`src/rtl/pflag_pkg.sv`:
```
package pflag_pkg;
    typedef enum logic [2:0] {
        LD_AE_LO  = 3'd0,
        LD_AE_HI  = 3'd1,
        LD_AF_LO  = 3'd2,
        LD_AF_HI  = 3'd3,
        LD_SERIAL = 3'd4
    } ld_state_t;
endpackage

```
`src/rtl/pflag_seq.sv`:
```
module pflag_seq
    import pflag_pkg::*;
#(
    parameter int CNT_W = 14,
    localparam int NBITS = 2 * CNT_W,
    localparam int IDX_W = $clog2(NBITS)
) (
    input  logic             clk,
    input  logic             mst_rst,
    input  logic             part_rst,
    input  logic             ser_mode_sel,
    input  logic             ld,
    input  logic             wr_en,
    input  logic             ser_en,
    output ld_state_t        state,
    output logic             par_we,
    output logic             ser_we,
    output logic [IDX_W-1:0] ser_idx
);
    ld_state_t nxt;

    // output process: load strobes
    always_comb begin
        par_we = 1'b0;
        ser_we = 1'b0;
        unique case (state)
            LD_AE_LO, LD_AE_HI, LD_AF_LO, LD_AF_HI:
                par_we = ld && wr_en && !part_rst;
            LD_SERIAL:
                ser_we = ser_en && !part_rst;
            default: ;
        endcase
    end

    // next-state logic
    always_comb begin
        nxt = state;
        if (part_rst) begin
            nxt = (state == LD_SERIAL) ? LD_SERIAL : LD_AE_LO;
        end else begin
            unique case (state)
                LD_AE_LO:  if (par_we) nxt = LD_AE_HI;
                LD_AE_HI:  if (par_we) nxt = LD_AF_LO;
                LD_AF_LO:  if (par_we) nxt = LD_AF_HI;
                LD_AF_HI:  if (par_we) nxt = LD_AE_LO;
                LD_SERIAL: nxt = LD_SERIAL;
                default:   nxt = LD_AE_LO;
            endcase
        end
    end

    // state register
    always_ff @(posedge clk) begin
        if (mst_rst) state <= ser_mode_sel ? LD_SERIAL : LD_AE_LO;
        else         state <= nxt;
    end

    // serial bit position
    always_ff @(posedge clk) begin
        if (mst_rst || part_rst)
            ser_idx <= '0;
        else if (ser_we)
            ser_idx <= (ser_idx == IDX_W'(NBITS - 1)) ? '0 : ser_idx + 1'b1;
    end


    par_wrap_chk: assert property (@(posedge clk) disable iff (mst_rst)
        (state == LD_AF_HI && par_we) |=> state == LD_AE_LO);


    mode_hold_chk: assert property (@(posedge clk) disable iff (mst_rst)
        (state == LD_SERIAL) |=> state == LD_SERIAL);


    ser_wrap_chk: assert property (@(posedge clk) disable iff (mst_rst)
        (ser_we && ser_idx == IDX_W'(NBITS - 1)) |=> ser_idx == '0);
endmodule

```
`src/rtl/pflag_regs.sv`:
```
module pflag_regs
    import pflag_pkg::*;
#(
    parameter int CNT_W = 14,
    parameter int BUS_W = 9,
    parameter logic [CNT_W-1:0] PRESET_LO = 'h07F,
    parameter logic [CNT_W-1:0] PRESET_HI = 'h3FF,
    localparam int HI_W  = CNT_W - BUS_W,
    localparam int IDX_W = $clog2(2 * CNT_W)
) (
    input  logic             clk,
    input  logic             mst_rst,
    input  logic             ld,
    input  ld_state_t        state,
    input  logic             par_we,
    input  logic             ser_we,
    input  logic [IDX_W-1:0] ser_idx,
    input  logic             ser_in,
    input  logic [BUS_W-1:0] wdata,
    output logic [CNT_W-1:0] ae_off,
    output logic [CNT_W-1:0] af_off
);
    logic [CNT_W-1:0] ae_nxt, af_nxt;

    always_comb begin
        ae_nxt = ae_off;
        af_nxt = af_off;
        if (par_we) begin
            unique case (state)
                LD_AE_LO: ae_nxt[BUS_W-1:0]     = wdata;
                LD_AE_HI: ae_nxt[CNT_W-1:BUS_W] = wdata[HI_W-1:0];
                LD_AF_LO: af_nxt[BUS_W-1:0]     = wdata;
                LD_AF_HI: af_nxt[CNT_W-1:BUS_W] = wdata[HI_W-1:0];
                default: ;
            endcase
        end
        if (ser_we) begin
            for (int i = 0; i < CNT_W; i++) begin
                if (ser_idx == IDX_W'(i))         ae_nxt[i] = ser_in;
                if (ser_idx == IDX_W'(i + CNT_W)) af_nxt[i] = ser_in;
            end
        end
    end

    always_ff @(posedge clk) begin
        if (mst_rst) begin
            ae_off <= ld ? PRESET_HI : PRESET_LO;
            af_off <= ld ? PRESET_HI : PRESET_LO;
        end else begin
            ae_off <= ae_nxt;
            af_off <= af_nxt;
        end
    end


    hold_offsets_chk: assert property (@(posedge clk) disable iff (mst_rst)
        (!par_we && !ser_we) |=> ($stable(ae_off) && $stable(af_off)));
endmodule

```
`src/rtl/pflag_cmp.sv`:
```
module pflag_cmp #(
    parameter int CNT_W = 14,
    localparam logic [CNT_W:0] DEPTH = (CNT_W + 1)'(1) << CNT_W
) (
    input  logic           clk,
    input  logic           mst_rst,
    input  logic [CNT_W:0] fill_cnt,
    input  logic [CNT_W-1:0] ae_off,
    input  logic [CNT_W-1:0] af_off,
    output logic           almost_empty,
    output logic           almost_full
);
    logic [CNT_W:0] free_cnt;
    assign free_cnt = DEPTH - fill_cnt;

    always_ff @(posedge clk) begin
        if (mst_rst) begin
            almost_empty <= 1'b1;
            almost_full  <= 1'b0;
        end else begin
            almost_empty <= fill_cnt <= {1'b0, ae_off};
            almost_full  <= free_cnt <= {1'b0, af_off};
        end
    end


    empty_flag_chk: assert property (@(posedge clk) disable iff (mst_rst)
        (fill_cnt == '0) |=> almost_empty);


    full_flag_chk: assert property (@(posedge clk) disable iff (mst_rst)
        (fill_cnt == DEPTH) |=> almost_full);
endmodule

```
`src/rtl/pflag_unit.sv`:
```
module pflag_unit
    import pflag_pkg::*;
#(
    parameter int CNT_W = 14,
    parameter int BUS_W = 9,
    parameter logic [CNT_W-1:0] PRESET_LO = 'h07F,
    parameter logic [CNT_W-1:0] PRESET_HI = 'h3FF,
    localparam int IDX_W = $clog2(2 * CNT_W)
) (
    input  logic             clk,
    input  logic             mst_rst,
    input  logic             part_rst,
    input  logic             ser_mode_sel,
    input  logic             ld,
    input  logic             wr_en,
    input  logic [BUS_W-1:0] wdata,
    input  logic             ser_en,
    input  logic             ser_in,
    input  logic [CNT_W:0]   fill_cnt,
    output logic             almost_empty,
    output logic             almost_full,
    output logic             push_ok
);
    ld_state_t        state;
    logic             par_we, ser_we;
    logic [IDX_W-1:0] ser_idx;
    logic [CNT_W-1:0] ae_off, af_off;

    pflag_seq #(.CNT_W(CNT_W)) u_seq (
        .clk(clk), .mst_rst(mst_rst), .part_rst(part_rst),
        .ser_mode_sel(ser_mode_sel), .ld(ld), .wr_en(wr_en), .ser_en(ser_en),
        .state(state), .par_we(par_we), .ser_we(ser_we), .ser_idx(ser_idx)
    );

    pflag_regs #(.CNT_W(CNT_W), .BUS_W(BUS_W),
                 .PRESET_LO(PRESET_LO), .PRESET_HI(PRESET_HI)) u_regs (
        .clk(clk), .mst_rst(mst_rst), .ld(ld), .state(state),
        .par_we(par_we), .ser_we(ser_we), .ser_idx(ser_idx),
        .ser_in(ser_in), .wdata(wdata), .ae_off(ae_off), .af_off(af_off)
    );

    pflag_cmp #(.CNT_W(CNT_W)) u_cmp (
        .clk(clk), .mst_rst(mst_rst), .fill_cnt(fill_cnt),
        .ae_off(ae_off), .af_off(af_off),
        .almost_empty(almost_empty), .almost_full(almost_full)
    );

    assign push_ok = wr_en && !ld && !ser_en;
endmodule

```
`config.mk`:
```
export PLATFORM = sky130hd
export DESIGN_NAME = pflag_unit
export DESIGN_NICKNAME = d
export VERILOG_FILES = /design/src/rtl/pflag_pkg.sv /design/src/rtl/pflag_seq.sv /design/src/rtl/pflag_regs.sv /design/src/rtl/pflag_cmp.sv /design/src/rtl/pflag_unit.sv
export SDC_FILE = /design/constraint.sdc
export NUM_CORES = 1
export LEC_CHECK = 0
export BUFFER_PORTS_ARGS = -buffer_cell sky130_fd_sc_hd__buf_2
export CORE_UTILIZATION = 45
export DETAILED_ROUTE_END_ITERATION = 8
export PLACE_DENSITY_LB_ADDON = 0.1
export SLEW_MARGIN = 20
export SYNTH_ARGS = -nofsm -noshare
export SYNTH_HDL_FRONTEND = slang
export SYNTH_SLANG_ARGS = --single-unit
export TNS_END_PERCENT = 100
```
`constraint.sdc`:
```
create_clock -name clk -period 7.36 [get_ports clk]
set_clock_uncertainty 0.15 [all_clocks]
set_input_delay 1.472 -clock clk [delete_from_list [all_inputs] [get_ports clk]]
set_output_delay 1.472 -clock clk [all_outputs]
set_load 0.01 [all_outputs]
```
==> metrics.txt <==
# TYPE chip_impl_metric gauge
chip_impl_metric{name="antenna_found_initial",unit=""} 0
chip_impl_metric{name="post_synth_fa_ha_maj_area_fraction",unit=""} 0.1410
chip_impl_metric{name="number_of_top_level_design_ports",unit=""} 35
chip_impl_metric{name="r2r.worst_path.cells",unit=""} 5
chip_impl_info{name="worst_hold_path_class",value="flip-flop to flip-flop"} 1
chip_impl_metric{name="timing_worst_slew_pin_value",unit="ns"} 0.8276
chip_impl_metric{name="synth-seq-cells",unit=""} 38
chip_impl_metric{name="async_reset_ff_frac",unit=""} 0
chip_impl_metric{name="drc",unit=""} 6
chip_impl_metric{name="distinct_cell_type_count_of_the_synthesized_netlist",unit=""} 54
chip_impl_info{name="top_usage_layer",value="met2"} 1
chip_impl_metric{name="fin_nets",unit=""} 443
chip_impl_metric{name="cts_htree_levels",unit=""} 2
chip_impl_metric{name="synth.area.mux_share",unit=""} 0.1277
chip_impl_info{name="grt_setup_unrepaired",value="no"} 1
chip_impl_metric{name="post-cts-setup-buffer-count",unit=""} 0
chip_impl_metric{name="placed_cell_area",unit="µm²"} 3187
chip_impl_metric{name="fmax",unit="GHz"} 0.2430
chip_impl_info{name="postSynth.topFlopCell",value="dfxtp_1"} 1
chip_impl_metric{name="pin_count_of_the_biggest_net_entering_global_routing",unit=""} 38
chip_impl_metric{name="gr-usage-met1",unit=""} 0.3036
chip_impl_metric{name="design.core.area",unit="µm²"} 6422
chip_impl_metric{name="drv_cap",unit=""} 0
chip_impl_metric{name="all_layer_global_routing_usage",unit=""} 0.2216
chip_impl_metric{name="dieWidth",unit="µm"} 83.88
chip_impl_metric{name="sequential_cell_area_fraction_in_the_yosys_report",unit=""} 0.2621
chip_impl_metric{name="clock_sinks",unit=""} 38
chip_impl_info{name="capture_point_of_the_worst_path",value="u_cmp.almost_full$_SDFF_PP0_"} 1
chip_impl_metric{name="hold_bufs_inserted_after_cts",unit=""} 0
chip_impl_metric{name="first_iter_violations",unit=""} 128
chip_impl_metric{name="clock_insertion_delay_worst_skew",unit="ns"} 0.29
chip_impl_info{name="rr_endpoint",value="u_regs.ae_off[3]$_SDFF_PP1_"} 1
chip_impl_info{name="clock_tree.root_cell",value="clkbuf_8"} 1
chip_impl_info{name="endpoint_kind",value="flip-flop"} 1
chip_impl_metric{name="synth-edff-count",unit=""} 3
chip_impl_info{name="run_status",value="complete, but fails checks"} 1
chip_impl_info{name="critPathLaunch",value="fill_cnt[0]"} 1
chip_impl_metric{name="final_report_setup_violation_count",unit=""} 0
chip_impl_metric{name="drive_gt1_frac",unit=""} 0.1772
chip_impl_metric{name="area_growth",unit="%"} 9.291
chip_impl_metric{name="detail_route.first_pass.iterations",unit=""} 6
chip_impl_metric{name="yosys.area_share.xor_xnor",unit=""} 0.04645
chip_impl_metric{name="crit_arrival",unit="ns"} 4.17
chip_impl_metric{name="mappedNetlistNets",unit=""} 423
chip_impl_metric{name="avgSynthCellArea",unit="µm²"} 8.450
chip_impl_metric{name="cts_repair_resize_count",unit=""} 0
chip_impl_metric{name="num_antenna_cells",unit=""} 0
chip_impl_metric{name="path_clk_slew",unit="ns"} 0.08
chip_impl_metric{name="timing_hold_violations_final",unit=""} 0
chip_impl_metric{name="num-fill-cells",unit=""} 629
chip_impl_metric{name="die_area",unit="µm²"} 7035
chip_impl_info{name="sort_of_element_at_the_start_of_the_critical_path",value="primary input"} 1
chip_impl_metric{name="die_h",unit="µm"} 83.88
chip_impl_metric{name="dp_hpwl",unit="µm"} 5729
chip_impl_metric{name="mappedNetlistArea",unit="µm²"} 3017
chip_impl_metric{name="vdd_ir_drop_max",unit="µV"} 76.75
chip_impl_info{name="worstSetupPathType",value="primary input to flip-flop"} 1
chip_impl_metric{name="cts_buffers",unit=""} 5
chip_impl_metric{name="io_buffer_count",unit=""} 34
chip_impl_info{name="tritoncts",value="built"} 1
chip_impl_metric{name="fin_setup_tns",unit="ns"} 0
chip_impl_metric{name="wire_length_of_the_first_global_routing_pass",unit="µm"} 12340
chip_impl_metric{name="number_of_standard_cells_after_synthesis",unit=""} 357
chip_impl_metric{name="max-clock-path-buffers",unit=""} 2
chip_impl_metric{name="wl_per_cell",unit="µm"} 16.29
chip_impl_metric{name="yosys_warns",unit=""} 0
chip_impl_metric{name="slew_violations",unit=""} 0
chip_impl_metric{name="power-per-cell-area",unit="nW/µm²"} 146.3
chip_impl_metric{name="std_cell_rows",unit=""} 29
chip_impl_metric{name="final_area",unit="µm²"} 3297
chip_impl_metric{name="start_util",unit=""} 0.4697
chip_impl_metric{name="regToRegSetupSlack",unit="ns"} 4.94
chip_impl_metric{name="synth_simple_gate_area_frac",unit=""} 0.2202
chip_impl_metric{name="cp_max_fo",unit=""} 5
chip_impl_info{name="failing_checks",value="DRC"} 1
chip_impl_metric{name="global_route.usage.met3",unit=""} 0.03561
chip_impl_metric{name="max_slew_margin",unit=""} 0.4462
chip_impl_metric{name="postRouteAntennaNets",unit=""} 0
chip_impl_info{name="main_combinational_cell_family_by_area_after_synthesis",value="simple AND/OR/NAND/NOR gates"} 1
chip_impl_metric{name="wirelength",unit="µm"} 7413
chip_impl_metric{name="power_leakage",unit="µW"} 0.001478
chip_impl_metric{name="synth-compound-area-share",unit=""} 0.1257
chip_impl_metric{name="grt.met2_usage",unit=""} 0.3711
chip_impl_metric{name="worstPathRequired",unit="ns"} 7.41
chip_impl_metric{name="crit_share_post_route",unit=""} 0.5592
chip_impl_metric{name="routed_via_density",unit=""} 5.644
chip_impl_metric{name="grt_pass1_vias",unit=""} 2514
chip_impl_metric{name="via_count",unit=""} 2568
chip_impl_metric{name="min_period",unit="ns"} 4.116
chip_impl_metric{name="routabilityCongestion",unit=""} 0.8261
chip_impl_metric{name="gr-total-overflow",unit=""} 0
chip_impl_info{name="crit-reg2reg-launch",value="u_seq.state[2]$_DFFE_PP_"} 1
## layout make-up
type                       instances  area, µm²  share of cell area
timing repair buffer              34      170.2             0.05161
tap                               77      96.34             0.02922
clock buffer                       8      110.1             0.03340
inverter                          36      135.1             0.04099
sequential                        38      790.8              0.2398
multi-input combinational        262       1994              0.6049
## flip-flops by register name, summed over array words and instances (netlist names)
register and count:
u_seq.ser_idx 5, u_cmp.almost_full 1, u_seq.state 3, u_regs.af_off 14
u_cmp.almost_empty 1, u_regs.ae_off 14
## report_power, final
| group | leakage, µW | internal, µW | total (µW) | switching (µW) |
|---|---|---|---|---|
| clock | 0.0000575 | 94.7 | 171 | 76.3 |
| combinational | 0.00110 | 37.4 | 86.7 | 49.3 |
| sequential | 0.000320 | 217 | 225 | 7.70 |
## routing by layer
| metal | wire length (µm) | vias to the layer above |
|---|---|---|
| li1 | - | 1323 |
| met2 | 3406 | 45 |
| met5 | 0 | - |
| met1 | 3681 | 1198 |
| met3 | 306 | 2 |
| met4 | 19 | 0 |
## cell families (layout without fill, tap and decap cells)
| kind of cell | after synthesis | count (layout) |
|---|---|---|
| and+or+nand+nor | 119 | 119 |
| AOI/OAI and AO/OA | 57 | 57 |
| buffers and inverters | 57 | 78 |
| DFF | 38 | 38 |
| muxes | 36 | 36 |
| adders and majority gates | 34 | 34 |
| xor gates and xnor gates | 16 | 16 |
## through the flow
step / cells / total power (µW) / hold slack, ns / utilization / setup slack [ns]
2_1_floorplan: 357 / 285.7 / 0.3403 / - / 3.271
3_3_place_gp: 447 / 314.9 / 0.3579 / 0.4962 / 3.011
3_5_place_dp: 447 / 316.5 / 0.3650 / 0.4962 / 2.966
4_1_cts: 455 / 486.8 / 0.3722 / 0.5133 / 3.258
5_1_grt: 455 / 508.3 / 0.4092 / 0.5133 / 2.961
6_report: 455 / 482.5 / 0.3781 / 0.5133 / 3.244
## synth_stat cells (2+ instances only)
cell,number,share of area
buf_1,2,0.0025
clkbuf_1,12,0.015
and2_1,3,0.0062
o21ai_0,12,0.020
a211oi_1,10,0.025
edfxtp_1,3,0.030
a311oi_1,4,0.012
a21oi_1,16,0.027
or4_1,3,0.0075
nor4b_1,2,0.0058
a41oi_1,4,0.012
mux2_2,16,0.060
nor2_1,32,0.040
a21o_1,2,0.0050
xnor2_1,10,0.029
xor2_1,6,0.017
and3_1,5,0.010
buf_2,4,0.0066
nor3_1,14,0.023
nand2b_1,3,0.0062
dfxtp_1,35,0.23
nor4_1,3,0.0062
nand3_1,19,0.032
mux2i_1,19,0.063
and4_1,3,0.0087
a22oi_1,2,0.0050
a211o_1,2,0.0058
inv_1,36,0.045
ha_1,34,0.14
nand2_1,9,0.011
nor2b_1,3,0.0062
nand4_1,7,0.015
## cell usage in the layout, fill, tap and decap left out, drive strengths merged, types with 3 or more instances in the layout
cell type	n
nor2b	3
nand4	7
a21oi	16
nor2	33
nand3	19
dfxtp	35
nand2	9
and3	5
nand2b	3
edfxtp	3
or3	3
nor3	14
or4	3
inv	36
ha	34
o21ai	12
clkbuf	8
a311oi	5
mux2	17
buf	34
xnor2	10
nor4	4
a41oi	4
and4	3
mux2i	19
a211oi	10
and2	3
xor2	6
## how the worst min path moves through the flow
stage	start	slack [ns]	cells past startpoint	endpoint
2_1_floorplan	u_seq.ser_idx[4]$_SDFFE_PN0P_	0.34	2	u_seq.ser_idx[4]$_SDFFE_PN0P_
3_3_place_gp	u_seq.ser_idx[4]$_SDFFE_PN0P_	0.36	2	u_seq.ser_idx[4]$_SDFFE_PN0P_
3_5_place_dp	u_seq.ser_idx[4]$_SDFFE_PN0P_	0.37	2	u_seq.ser_idx[4]$_SDFFE_PN0P_
4_1_cts	u_seq.ser_idx[4]$_SDFFE_PN0P_	0.37	2	u_seq.ser_idx[4]$_SDFFE_PN0P_
5_1_grt	u_seq.ser_idx[4]$_SDFFE_PN0P_	0.41	2	u_seq.ser_idx[4]$_SDFFE_PN0P_
6_report	u_seq.ser_idx[4]$_SDFFE_PN0P_	0.38	2	u_seq.ser_idx[4]$_SDFFE_PN0P_
## worst max-delay path, cell delays in order
cell,delay (ns)
buf_2,0.10
inv_1,0.09
ha_1,0.19
nand2b_1,0.08
or4_1,0.56
nor3_1,0.23
xnor2_1,0.15
ha_1,0.27
a211oi_1,0.24
nor2_1,0.07
a2111oi_0,0.36
nor3_1,0.12
nor4_1,0.25
Note: power is estimated with default switching activity, not from simulation.
